[src/rtl/perf_cnt_pkg.sv]
package perf_cnt_pkg;

    localparam int CTL_GEN_BIT  = 0;
    localparam int CTL_MODE_BIT = 1;
    localparam int CTL_EN_LSB   = 8;
    localparam int CTL_EN_W     = 5;

    typedef enum logic {
        MODE_TXN = 1'b0,
        MODE_BUS = 1'b1
    } cnt_mode_e;

    // Packed MSB first: first field lands on control bit 12.
    typedef struct packed {
        logic rdrsp_or_disc;   // bit 12
        logic npwr_or_chain;   // bit 11
        logic pwr_or_lat;      // bit 10
        logic words_or_wait;   // bit 9
        logic tobus_or_idle;   // bit 8
    } evt_en_t;

    typedef struct packed {
        evt_en_t   en;
        cnt_mode_e mode;
        logic      gen;
    } ctl_t;

endpackage

[src/rtl/txn_incr.sv]
module txn_incr #(
    parameter int NTYPES = 4,
    parameter int WORD_W = 4,
    parameter int INC_W  = 8
) (
    input  logic [NTYPES-1:0]        strb,
    input  logic [NTYPES*WORD_W-1:0] words,
    input  logic [NTYPES-1:0]        type_en,
    input  logic                     count_words,
    output logic [INC_W-1:0]         inc
);

    logic [INC_W-1:0] term [NTYPES];

    for (genvar g = 0; g < NTYPES; g++) begin : g_term
        always_comb begin
            if (strb[g] && type_en[g]) begin
                term[g] = count_words ? INC_W'(words[g*WORD_W +: WORD_W])
                                      : INC_W'(1);
            end else begin
                term[g] = '0;
            end
        end
    end

    always_comb begin
        inc = '0;
        for (int i = 0; i < NTYPES; i++) begin
            inc = inc + term[i];
        end
    end

endmodule

[src/rtl/bus_incr.sv]
module bus_incr
    import perf_cnt_pkg::*;
#(
    parameter int DISC_W = 4,
    parameter int PKT_W  = 3,
    parameter int INC_W  = 8
) (
    input  evt_en_t           en,
    input  logic              disc_vld,
    input  logic [DISC_W-1:0] disc_amt,
    input  logic              chain_first,
    input  logic [PKT_W-1:0]  chain_pkts,
    input  logic              rd_lat_cyc,
    input  logic              wait_cyc,
    input  logic              bus_frame,
    input  logic              bus_irdy,
    input  logic              bus_trdy,
    output logic [INC_W-1:0]  inc
);

    logic idle;
    logic [INC_W-1:0] t_disc, t_chain, t_lat, t_wait, t_idle;

    always_comb begin
        idle    = !(bus_frame || bus_irdy || bus_trdy);
        t_disc  = (en.rdrsp_or_disc && disc_vld)    ? INC_W'(disc_amt)   : '0;
        t_chain = (en.npwr_or_chain && chain_first) ? INC_W'(chain_pkts) : '0;
        t_lat   = INC_W'(en.pwr_or_lat && rd_lat_cyc);
        t_wait  = INC_W'(en.words_or_wait && wait_cyc);
        t_idle  = INC_W'(en.tobus_or_idle && idle);
        inc     = t_disc + t_chain + t_lat + t_wait + t_idle;
    end

endmodule

[src/rtl/bus_evt_perf_counter.sv]
module bus_evt_perf_counter
    import perf_cnt_pkg::*;
#(
    parameter int CNT_W  = 32,
    parameter int WORD_W = 4,
    parameter int DISC_W = 4,
    parameter int PKT_W  = 3
) (
    input  logic              clk,
    input  logic              rst_n,
    input  logic              reg_wr_en,
    input  logic              reg_wr_sel,
    input  logic [CNT_W-1:0]  reg_wr_data,
    input  logic              cmd_rd_rsp,
    input  logic              cmd_np_wr,
    input  logic              cmd_p_wr,
    input  logic              cmd_to_bus,
    input  logic [WORD_W-1:0] words_rd_rsp,
    input  logic [WORD_W-1:0] words_np_wr,
    input  logic [WORD_W-1:0] words_p_wr,
    input  logic [WORD_W-1:0] words_to_bus,
    input  logic              disc_vld,
    input  logic [DISC_W-1:0] disc_amt,
    input  logic              chain_first,
    input  logic [PKT_W-1:0]  chain_pkts,
    input  logic              rd_lat_cyc,
    input  logic              wait_cyc,
    input  logic              bus_frame,
    input  logic              bus_irdy,
    input  logic              bus_trdy,
    output logic [CNT_W-1:0]  ctl_rd_data,
    output logic [CNT_W-1:0]  cnt_value
);

    localparam int NTYPES = 4;
    localparam int INC_W  = 8;

    typedef struct packed {
        ctl_t             ctl;
        logic [CNT_W-1:0] cnt;
    } state_t;

    state_t state_d, state_q;

    logic [INC_W-1:0] txn_inc, bus_inc, sel_inc;
    logic [CNT_W:0]   sum_wide;

    // Type index: 0 read response, 1 nonposted write, 2 posted write, 3 to bus
    txn_incr #(
        .NTYPES (NTYPES),
        .WORD_W (WORD_W),
        .INC_W  (INC_W)
    ) u_txn (
        .strb        ({cmd_to_bus, cmd_p_wr, cmd_np_wr, cmd_rd_rsp}),
        .words       ({words_to_bus, words_p_wr, words_np_wr, words_rd_rsp}),
        .type_en     ({state_q.ctl.en.tobus_or_idle, state_q.ctl.en.pwr_or_lat,
                       state_q.ctl.en.npwr_or_chain, state_q.ctl.en.rdrsp_or_disc}),
        .count_words (state_q.ctl.en.words_or_wait),
        .inc         (txn_inc)
    );

    bus_incr #(
        .DISC_W (DISC_W),
        .PKT_W  (PKT_W),
        .INC_W  (INC_W)
    ) u_bus (
        .en          (state_q.ctl.en),
        .disc_vld    (disc_vld),
        .disc_amt    (disc_amt),
        .chain_first (chain_first),
        .chain_pkts  (chain_pkts),
        .rd_lat_cyc  (rd_lat_cyc),
        .wait_cyc    (wait_cyc),
        .bus_frame   (bus_frame),
        .bus_irdy    (bus_irdy),
        .bus_trdy    (bus_trdy),
        .inc         (bus_inc)
    );

    always_comb begin
        state_d = state_q;

        if (!state_q.ctl.gen) begin
            sel_inc = '0;
        end else if (state_q.ctl.mode == MODE_BUS) begin
            sel_inc = bus_inc;
        end else begin
            sel_inc = txn_inc;
        end

        sum_wide = {1'b0, state_q.cnt} + (CNT_W+1)'(sel_inc);
        state_d.cnt = sum_wide[CNT_W] ? '1 : sum_wide[CNT_W-1:0];

        if (reg_wr_en) begin
            if (reg_wr_sel) begin
                state_d.cnt = reg_wr_data;
            end else begin
                state_d.ctl.gen  = reg_wr_data[CTL_GEN_BIT];
                state_d.ctl.mode = cnt_mode_e'(reg_wr_data[CTL_MODE_BIT]);
                state_d.ctl.en   = evt_en_t'(reg_wr_data[CTL_EN_LSB +: CTL_EN_W]);
            end
        end
    end

    always_ff @(posedge clk or negedge rst_n) begin
        if (!rst_n) begin
            state_q <= '0;
        end else begin
            state_q <= state_d;
        end
    end

    assign ctl_rd_data = CNT_W'({state_q.ctl.en, 6'b0, state_q.ctl.mode, state_q.ctl.gen});
    assign cnt_value   = state_q.cnt;

endmodule

[config.mk]
export PLATFORM = sky130hd
export DESIGN_NAME = bus_evt_perf_counter
export DESIGN_NICKNAME = d
export VERILOG_FILES = /design/src/rtl/perf_cnt_pkg.sv /design/src/rtl/txn_incr.sv /design/src/rtl/bus_incr.sv /design/src/rtl/bus_evt_perf_counter.sv
export SDC_FILE = /design/constraint.sdc
export NUM_CORES = 1
export LEC_CHECK = 0
export CORE_ASPECT_RATIO = 1.75
export CORE_MARGIN = 2
export CORE_UTILIZATION = 48
export DETAILED_ROUTE_END_ITERATION = 10
export GPL_ROUTABILITY_DRIVEN = 0
export PLACE_DENSITY = 0.88
export SYNTH_ARGS = -nofsm -noshare
export SYNTH_HDL_FRONTEND = slang
export SYNTH_SLANG_ARGS = --single-unit
[constraint.sdc]
create_clock -name clk -period 12.9 [get_ports clk]
set_input_delay 3.87 -clock clk [delete_from_list [all_inputs] [get_ports clk]]
set_output_delay 3.87 -clock clk [all_outputs]
set_load 0.005 [all_outputs]
Yosys cells after proc, flatten, opt, wreduce, memory -nomap -nowiden
Index checks and enable logic that the tools add are counted.

Register bits after elaboration: 39. Input port bits: 70. Output and inout port bits: 64.

Mux-type cells: 15. Reductions and logical operators: 13. Bitwise logic cells: 1. Add/subtract/negate cells: 8.

Operators with widths (number): 32-bit two-way mux (3); 8-bit two-way mux (6); 32-bit by 8-bit adder with 33-bit output (1); 8-bit adder (4); 8-bit by 1-bit adder with 8-bit output (3); 4-bit two-way mux (5); 1-bit logical AND (9); 3-bit two-way mux (1); 1-bit logical OR (2); 2-bit AND reduction (1); 1-bit zero test (1); 1-bit inverter (1).

Longest topological paths before layout
Gate-level depths: netlist of run 1.

Depth after elaboration: 12. Depth in mapped cells: 18. Depth with buffers taken out: 17.

By module
Synthesis of run 1 repeated with hierarchy kept, for this count alone.

Cell total of the unflattened synthesis: 393. Area, all modules: 3508.4 µm².

Modules (own cells, without submodules): bus_evt_perf_counter (sequential area each 975.9 µm², area an instance 2677.6 µm², cells an instance 289, times used 1); txn_incr (sequential area each 0.0 µm², area an instance 464.2 µm², cells an instance 57, times used 1); bus_incr (sequential area each 0.0 µm², area an instance 366.6 µm², cells an instance 47, times used 1).

Worst setup path before layout of run 1
No wires, ideal clock.

Path type: in2reg. Start point: input cmd_to_bus. End point: register state_q, in the netlist cnt_value[24]. Buffers on the path: 1. Data required time: 12770 ps. Path slack: 4931 ps. Stages: 17. Arrival time: 7839 ps. Path through: and3_1 > and2_1 > fa_1 > inv_1 > fa_1 > inv_1 > ha_1 > a21o_1 > a21oi_1 > xnor2_1 > o211a_1 > ha_1 > a211oi_2 > a21oi_1 > a31oi_1 > buf_2 > a31oi_1.

RTL lines: from (decl) (line bus_evt_perf_counter.sv:17) `input logic cmd_to_bus,`; to (signal assigned) (line bus_evt_perf_counter.sv:109) `state_q <= state_d;`; to (decl) (line bus_evt_perf_counter.sv:43) `state_t state_d, state_q;`.

==> results of run 1 <==
[layout by cell type (no fill, tap or decap), types with 14 or more instances in the layout]
cell type,netlist,final
conb_1,1,25
a31oi_1,23,22
and3_1,14,14
nand2_1,19,19
a21oi_1,17,17
ha_1,16,16
inv_1,21,21
nand4_1,14,14
clkdlybuf4s50_1,0,107
dfrtp_1,39,39
nor2_1,34,34
xnor2_1,15,15
[how the worst min path moves through the flow]
stage	start	to	cells after the start
floorplan	ctl_rd_data[10]	ctl_rd_data[10]	1
global placement	ctl_rd_data[8]	ctl_rd_data[8]	1
detailed placement	ctl_rd_data[8]	ctl_rd_data[8]	1
CTS	ctl_rd_data[8]	ctl_rd_data[8]	1
global route	ctl_rd_data[8]	ctl_rd_data[8]	1
finish	ctl_rd_data[8]	ctl_rd_data[8]	1
[area by class of cell]
type	count	area [um2]
clock buffers	5	125
clock inverters	3	43.8
fillers	569	2310
inverters	21	78.8
multi-input cells	289	2090
flip-flops and latches	39	976
well taps	84	105
repair buffers	109	1080
[state kept, by name, summed over array words and instances (netlist names)]
register	count
cnt_value	32
ctl_rd_data	7
[power by group through the flow]
| stage | Combinational (W) | Sequential, W | Clock, W |
|---|---|---|---|
| after CTS | 0.000267 | 0.000189 | 0.000145 |
| after global placement | 0.000256 | 0.000190 | 0 |
| final | 0.000267 | 0.000190 | 0.000142 |
| after global routing | 0.000291 | 0.000194 | 0.000149 |
| after detailed placement | 0.000264 | 0.000191 | 0 |
| after floorplan | 0.000155 | 0.000184 | 0 |
[critical path: stages]
cell and delay (ps):
clkdlybuf4s50_1 420, and3_1 220, and2_1 190, fa_1 550, inv_1 60, fa_1 530
inv_1 70, ha_1 290, a21o_1 150, a21oi_1 170, xnor2_1 80, o211a_1 230
ha_1 380, a211oi_2 490, a21oi_1 280, a31oi_2 650, a21oi_1 190
[metal layers]
layer	share of wire (%)	up-vias	GRT usage [%]
met4	3.2	0	12.2
met3	7.3	24	4.13
met1	35	1468	24.9
li1	-	1449	-
met5	0	-	0
met2	54	161	46.4
[cell usage after synthesis, types with 2 or more instances]
| cell type | count |
|---|---|
| a211oi_1 | 4 |
| a21o_1 | 5 |
| a21oi_1 | 17 |
| a31oi_1 | 23 |
| and2_1 | 12 |
| and3_1 | 14 |
| and4_1 | 2 |
| buf_4 | 27 |
| buf_6 | 2 |
| clkbuf_1 | 6 |
| dfrtp_1 | 39 |
| dlygate4sd3_1 | 2 |
| fa_1 | 12 |
| ha_1 | 16 |
| inv_1 | 21 |
| mux2_2 | 6 |
| mux2i_1 | 2 |
| nand2_1 | 19 |
| nand3_1 | 3 |
| nand3b_1 | 2 |
| nand4_1 | 14 |
| nor2_1 | 34 |
| nor2b_1 | 5 |
| nor4b_1 | 4 |
| nor4b_2 | 2 |
| o211a_1 | 3 |
| o211ai_1 | 5 |
| o21ai_0 | 6 |
| o31ai_1 | 5 |
| or3_1 | 3 |
| or4_1 | 4 |
| xnor2_1 | 15 |
| xor2_1 | 12 |
[logic make-up after synthesis]
group	synth area share, %
AOI/OAI and AO/OA	14.3
xor gates and xnor gates	7.11
adders and majority gates	13.2
buffers and inverters	10.8
DFF	29.3
muxes	2.63
other	0.113
and+or+nand+nor	22.5
[metrics by stage]
stage | hold WS, ps | area (um2)
after floorplan | 556 | 3420
after global placement | 571 | 4330
after detailed placement | 591 | 4330
after CTS | 606 | 4490
after global routing | 626 | 4500
final | 599 | 4500
==> results.json, run 1 <==
{
  "status": "finished, final reports clean",
  "fin_util_pct": 66.1,
  "cts_buffers": 5,
  "clock_sinks": 39,
  "rsz0062_at_grt": "no",
  "netlist.area_leader.share_pct": 29.3,
  "crit_path_end_kind": "flop",
  "firstDrtPassIters": 4,
  "postSynth.asyncResetShare_pct": 100,
  "drc": 0,
  "crit_fanout": 15,
  "drive_gt1_share_pct": 6.22,
  "dp_hpwl_um": 7150,
  "antenna_left": 0,
  "yosysTopAreaCell": "dfrtp_1",
  "peakVddDrop_v": 0.0000621,
  "start_util_pct": 48.9,
  "core_area_um2": 6810,
  "grt_max_degree": 48,
  "hold_violations": 0,
  "viasPerCell": 5.64,
  "die_width_um": 66.9,
  "min_period_ps": 8710,
  "worst_slew_pin_slew_ps": 875,
  "cts_resized": 0,
  "fin_crit_sh_pct": 67.5,
  "diodes": 0,
  "post_cts_buffers": 0,
  "synth-main-ff-cell": "dfrtp_1",
  "track_usage_pct": 24.6,
  "worst_setup_path_start_kind": "input port",
  "p_seq_share_pct": 31.8,
  "dpl.cell_count": 542,
  "p_total_w": 0.000599,
  "finalSetupViolCount": 0,
  "grt_first_pass_wirelength_um": 14300,
  "r2r_slack_ps": 7760,
  "drt_iter0_drc": 127,
  "arrival_ps": 8820,
  "clockRootBuffer": "clkbuf_16",
  "cp-endpoint": "cnt_value[12]",
  "wl_per_cell_um": 16.7,
  "slew_violations": 0,
  "dpl_worst_slack_ps": 3500,
  "max_freq_mhz": 115,
  "synth_top_cells_by_area": "dfrtp_1 (29%), fa_1 (7.2%), buf_4 (6.1%)",
  "stdcell_count": 550,
  "final_nets": 563,
  "dieArea_um2": 7640,
  "syn_area_um2": 3330,
  "tns_ps": 0,
  "critPathKind": "in -> reg",
  "rows": 40,
  "gr-total-overflow": 0,
  "slew-limit-headroom_pct": 41.7,
  "clockBufferDepth": 2,
  "syn2layout_area_growth_pct": 35.3,
  "finClkSkew_ps": 5.33,
  "reg2reg_to": "cnt_value[12]",
  "totalWireLength_um": 9200,
  "cap_violations": 0,
  "r2r_cells": 16,
  "antenna_found_initial": 0,
  "ys_types": 51,
  "via_count": 3102,
  "hold_class": "reg -> reg",
  "clock_latency_ps": 280,
  "timing.rr.start": "ctl_rd_data[8]",
  "path_clk_slew_ps": 60,
  "first_global_vias": 3101,
  "synth-edff-count": 0,
  "cts_tree": "yes",
  "cts_max_level": 2,
  "netlist_instances": 364,
  "swShare_pct": 36.0,
  "cts_hold_buf": 0,
  "power_frac_comb_pct": 44.5,
  "portBuffers": 108,
  "setup.worst_path.start": "cmd_to_bus",
  "seq_area_frac_synth_pct": 29.3,
  "num_io_pins": 134,
  "worstPathRequired_ps": 13010,
  "die_h_um": 114,
  "p_per_area_nw_per_um2": 133,
  "setup_ws_ps": 4190,
  "synth_seq_cells": 39,
  "yosysWarnings": 0,
  "power_leakage_nw": 1.93,
  "p_sw_w": 0.000216,
  "pwr-share-clk_pct": 23.7,
  "synth.avg_cell_area_um2": 9.14,
  "p_int_w": 0.000383
}
No activity file was read; power rests on OpenSTA's default activity.
==> inputs of run 2 (changes only) <==
--- a/config.mk
+++ b/config.mk
@@ -7,10 +7,10 @@
 export LEC_CHECK = 0
 export CORE_ASPECT_RATIO = 1.75
 export CORE_MARGIN = 2
-export CORE_UTILIZATION = 48
+export CORE_UTILIZATION = 40
 export DETAILED_ROUTE_END_ITERATION = 10
 export GPL_ROUTABILITY_DRIVEN = 0
-export PLACE_DENSITY = 0.88
+export PLACE_DENSITY = 0.78
 export SYNTH_ARGS = -nofsm -noshare
 export SYNTH_HDL_FRONTEND = slang
 export SYNTH_SLANG_ARGS = --single-unit
==> constraint.sdc (replaced) <==
create_clock -name clk -period 7.5 [get_ports clk]
set_input_delay 2.25 -clock clk [delete_from_list [all_inputs] [get_ports clk]]
set_output_delay 2.25 -clock clk [all_outputs]
set_load 0.005 [all_outputs]
==> run 2 against run 1 <==
Clock skew shrank 2.3 ps. Sequential share of layout area is essentially flat. Clock power increased by 50%. Sequential power up 73%. Largest cell class unchanged.
==> results.json, run 2 (synthesis results as in run 1) <==
{
  "dpl_worst_slack_ps": 284,
  "peakVddDrop_v": 0.000120,
  "syn2layout_area_growth_pct": 35.4,
  "slowest_delay_ps": 550,
  "power_leakage_nw": 1.92,
  "viasPerCell": 5.49,
  "gr-total-overflow": 0,
  "r2r_slack_ps": 2470,
  "fin_crit_sh_pct": 92.9,
  "max_freq_mhz": 143,
  "pwr-share-clk_pct": 21.3,
  "crit_family": "adder cells",
  "antenna_left": 0,
  "worstPathRequired_ps": 7650,
  "post_cts_buffers": 0,
  "die_h_um": 125,
  "p_seq_share_pct": 33.0,
  "layout.cells.most_common_list": "clkdlybuf4s50_1 (107), dfrtp_1 (39), nor2_1 (34)",
  "arrival_ps": 7120,
  "track_usage_pct": 20.7,
  "cts_resized": 0,
  "grt_max_degree": 48,
  "status": "finished, final reports clean",
  "cp.buffers_inverters": 3,
  "slew-limit-headroom_pct": 40.6,
  "core_area_um2": 8200,
  "clockBufferDepth": 2,
  "diodes": 0,
  "first_global_vias": 3175,
  "p_int_w": 0.000625,
  "fin_util_pct": 54.9,
  "slew_violations": 0,
  "worst_slew_pin_slew_ps": 891,
  "r2r_cells": 17,
  "finalSetupViolCount": 0,
  "clock_sinks": 39,
  "clock_latency_ps": 290,
  "rsz0062_at_grt": "no",
  "final_nets": 566,
  "path_clk_slew_ps": 60,
  "p_per_area_nw_per_um2": 222,
  "cap_violations": 0,
  "crit_fanout": 13,
  "cpMaxStageDelayCell": "fa_1",
  "layout_commonest_cell": "clkdlybuf4s50_1",
  "hold_class": "reg -> reg",
  "rows": 44,
  "cts_buffers": 5,
  "via_count": 3081,
  "swShare_pct": 37.4,
  "finClkSkew_ps": 3.04,
  "min_period_ps": 6970,
  "p_sw_w": 0.000373,
  "clockRootBuffer": "clkbuf_16",
  "dieArea_um2": 9090,
  "num_io_pins": 134,
  "reg2reg_to": "cnt_value[29]",
  "hold_violations": 0,
  "cts_tree": "yes",
  "dp_hpwl_um": 7260,
  "worst_setup_path_start_kind": "input port",
  "firstDrtPassIters": 4,
  "wl_per_cell_um": 16.5,
  "totalWireLength_um": 9260,
  "setup_ws_ps": 531,
  "drive_gt1_share_pct": 6.61,
  "drc": 0,
  "largest_reg_flops": 32,
  "crit_path_end_kind": "flop",
  "grt_first_pass_wirelength_um": 14900,
  "timing.rr.start": "ctl_rd_data[8]",
  "setup.worst_path.start": "cmd_to_bus",
  "die_width_um": 72.9,
  "cts_max_level": 2,
  "cp-endpoint": "cnt_value[29]",
  "critical_path_depth": 18,
  "drt_iter0_drc": 102,
  "portBuffers": 108,
  "start_util_pct": 40.6,
  "tns_ps": 0,
  "antenna_found_initial": 0,
  "cts_hold_buf": 0,
  "critPathKind": "in -> reg",
  "crit_chain": "clkdlybuf4s50_1, and3_1, and2_1, fa_1, inv_1, fa_1, inv_1, ha_1, a21o_1, a21oi_1, xnor2_1, o211a_1, ha_1, a211oi_2, o21ai_1, nor4b_2, xnor2_1, a31oi_1",
  "power_frac_comb_pct": 45.8
}
[run 2: cell count changes in the layout (fill, tap and decap cells not counted)]
| cell | change |
|---|---|
| a31oi_2 | -1 |
| buf_4 | +3 |
| a31oi_1 | +1 |
| clkinv_4 | -1 |
| clkinvlp_4 | +2 |
| bufinv_16 | -1 |
[run 2: worst reg2reg max path, delay by kind of cell, from the launching register on]
family	cells	cell delay (ps)
DFF	1	420
and+or+nand+nor	3	720
buffers and inverters	2	130
AOI/OAI and AO/OA	6	1600
xor gates and xnor gates	2	260
adders and majority gates	4	1730
[run 2: routing by layer]
| metal | track usage (%) | share of wire [%] | up-vias |
|---|---|---|---|
| met4 | 8.39 | 2.9 | 0 |
| met5 | 0 | 0 | - |
| met2 | 38.7 | 55 | 125 |
| met1 | 21.5 | 36 | 1483 |
| li1 | - | - | 1453 |
| met3 | 4.13 | 5.7 | 20 |
[run 2: area by class of cell]
cell class	instances	area [um2]
flip-flops and latches	39	976
repair buffers	112	1110
fillers	749	3700
well taps	92	115
multi-input cells	289	2080
clock inverters	3	20.0
inverters	21	78.8
clock buffers	5	125
[run 2: worst min-delay path by stage]
stage / startpoint / end / slack [ps] / cells after the start
after CTS: cnt_value[26] / cnt_value[26] / 620 / 2
after floorplan: ctl_rd_data[10] / ctl_rd_data[10] / 560 / 1
after global routing: ctl_rd_data[8] / ctl_rd_data[8] / 640 / 1
after detailed placement: ctl_rd_data[8] / ctl_rd_data[8] / 610 / 1
after global placement: ctl_rd_data[8] / ctl_rd_data[8] / 600 / 1
final: ctl_rd_data[8] / ctl_rd_data[8] / 610 / 1
[run 2: through the flow]
stage          instance area (um2)  instances  total power (W)  hold WS, ps
6_report                      4500        561         0.000998          610
5_1_grt                       4500        561          0.00106          642
4_1_cts                       4500        561          0.00100          623
3_5_place_dp                  4360        553         0.000786          609
3_3_place_gp                  4360        553         0.000772          597
2_1_floorplan                 3420        388         0.000582          556
[run 2: power groups by stage]
stage / logic, W / registers, W / clock network, W
3_3_place_gp: 0.000442 / 0.000329 / 0
4_1_cts: 0.000460 / 0.000329 / 0.000214
5_1_grt: 0.000499 / 0.000340 / 0.000222
3_5_place_dp: 0.000453 / 0.000333 / 0
6_report: 0.000457 / 0.000329 / 0.000213
2_1_floorplan: 0.000266 / 0.000316 / 0
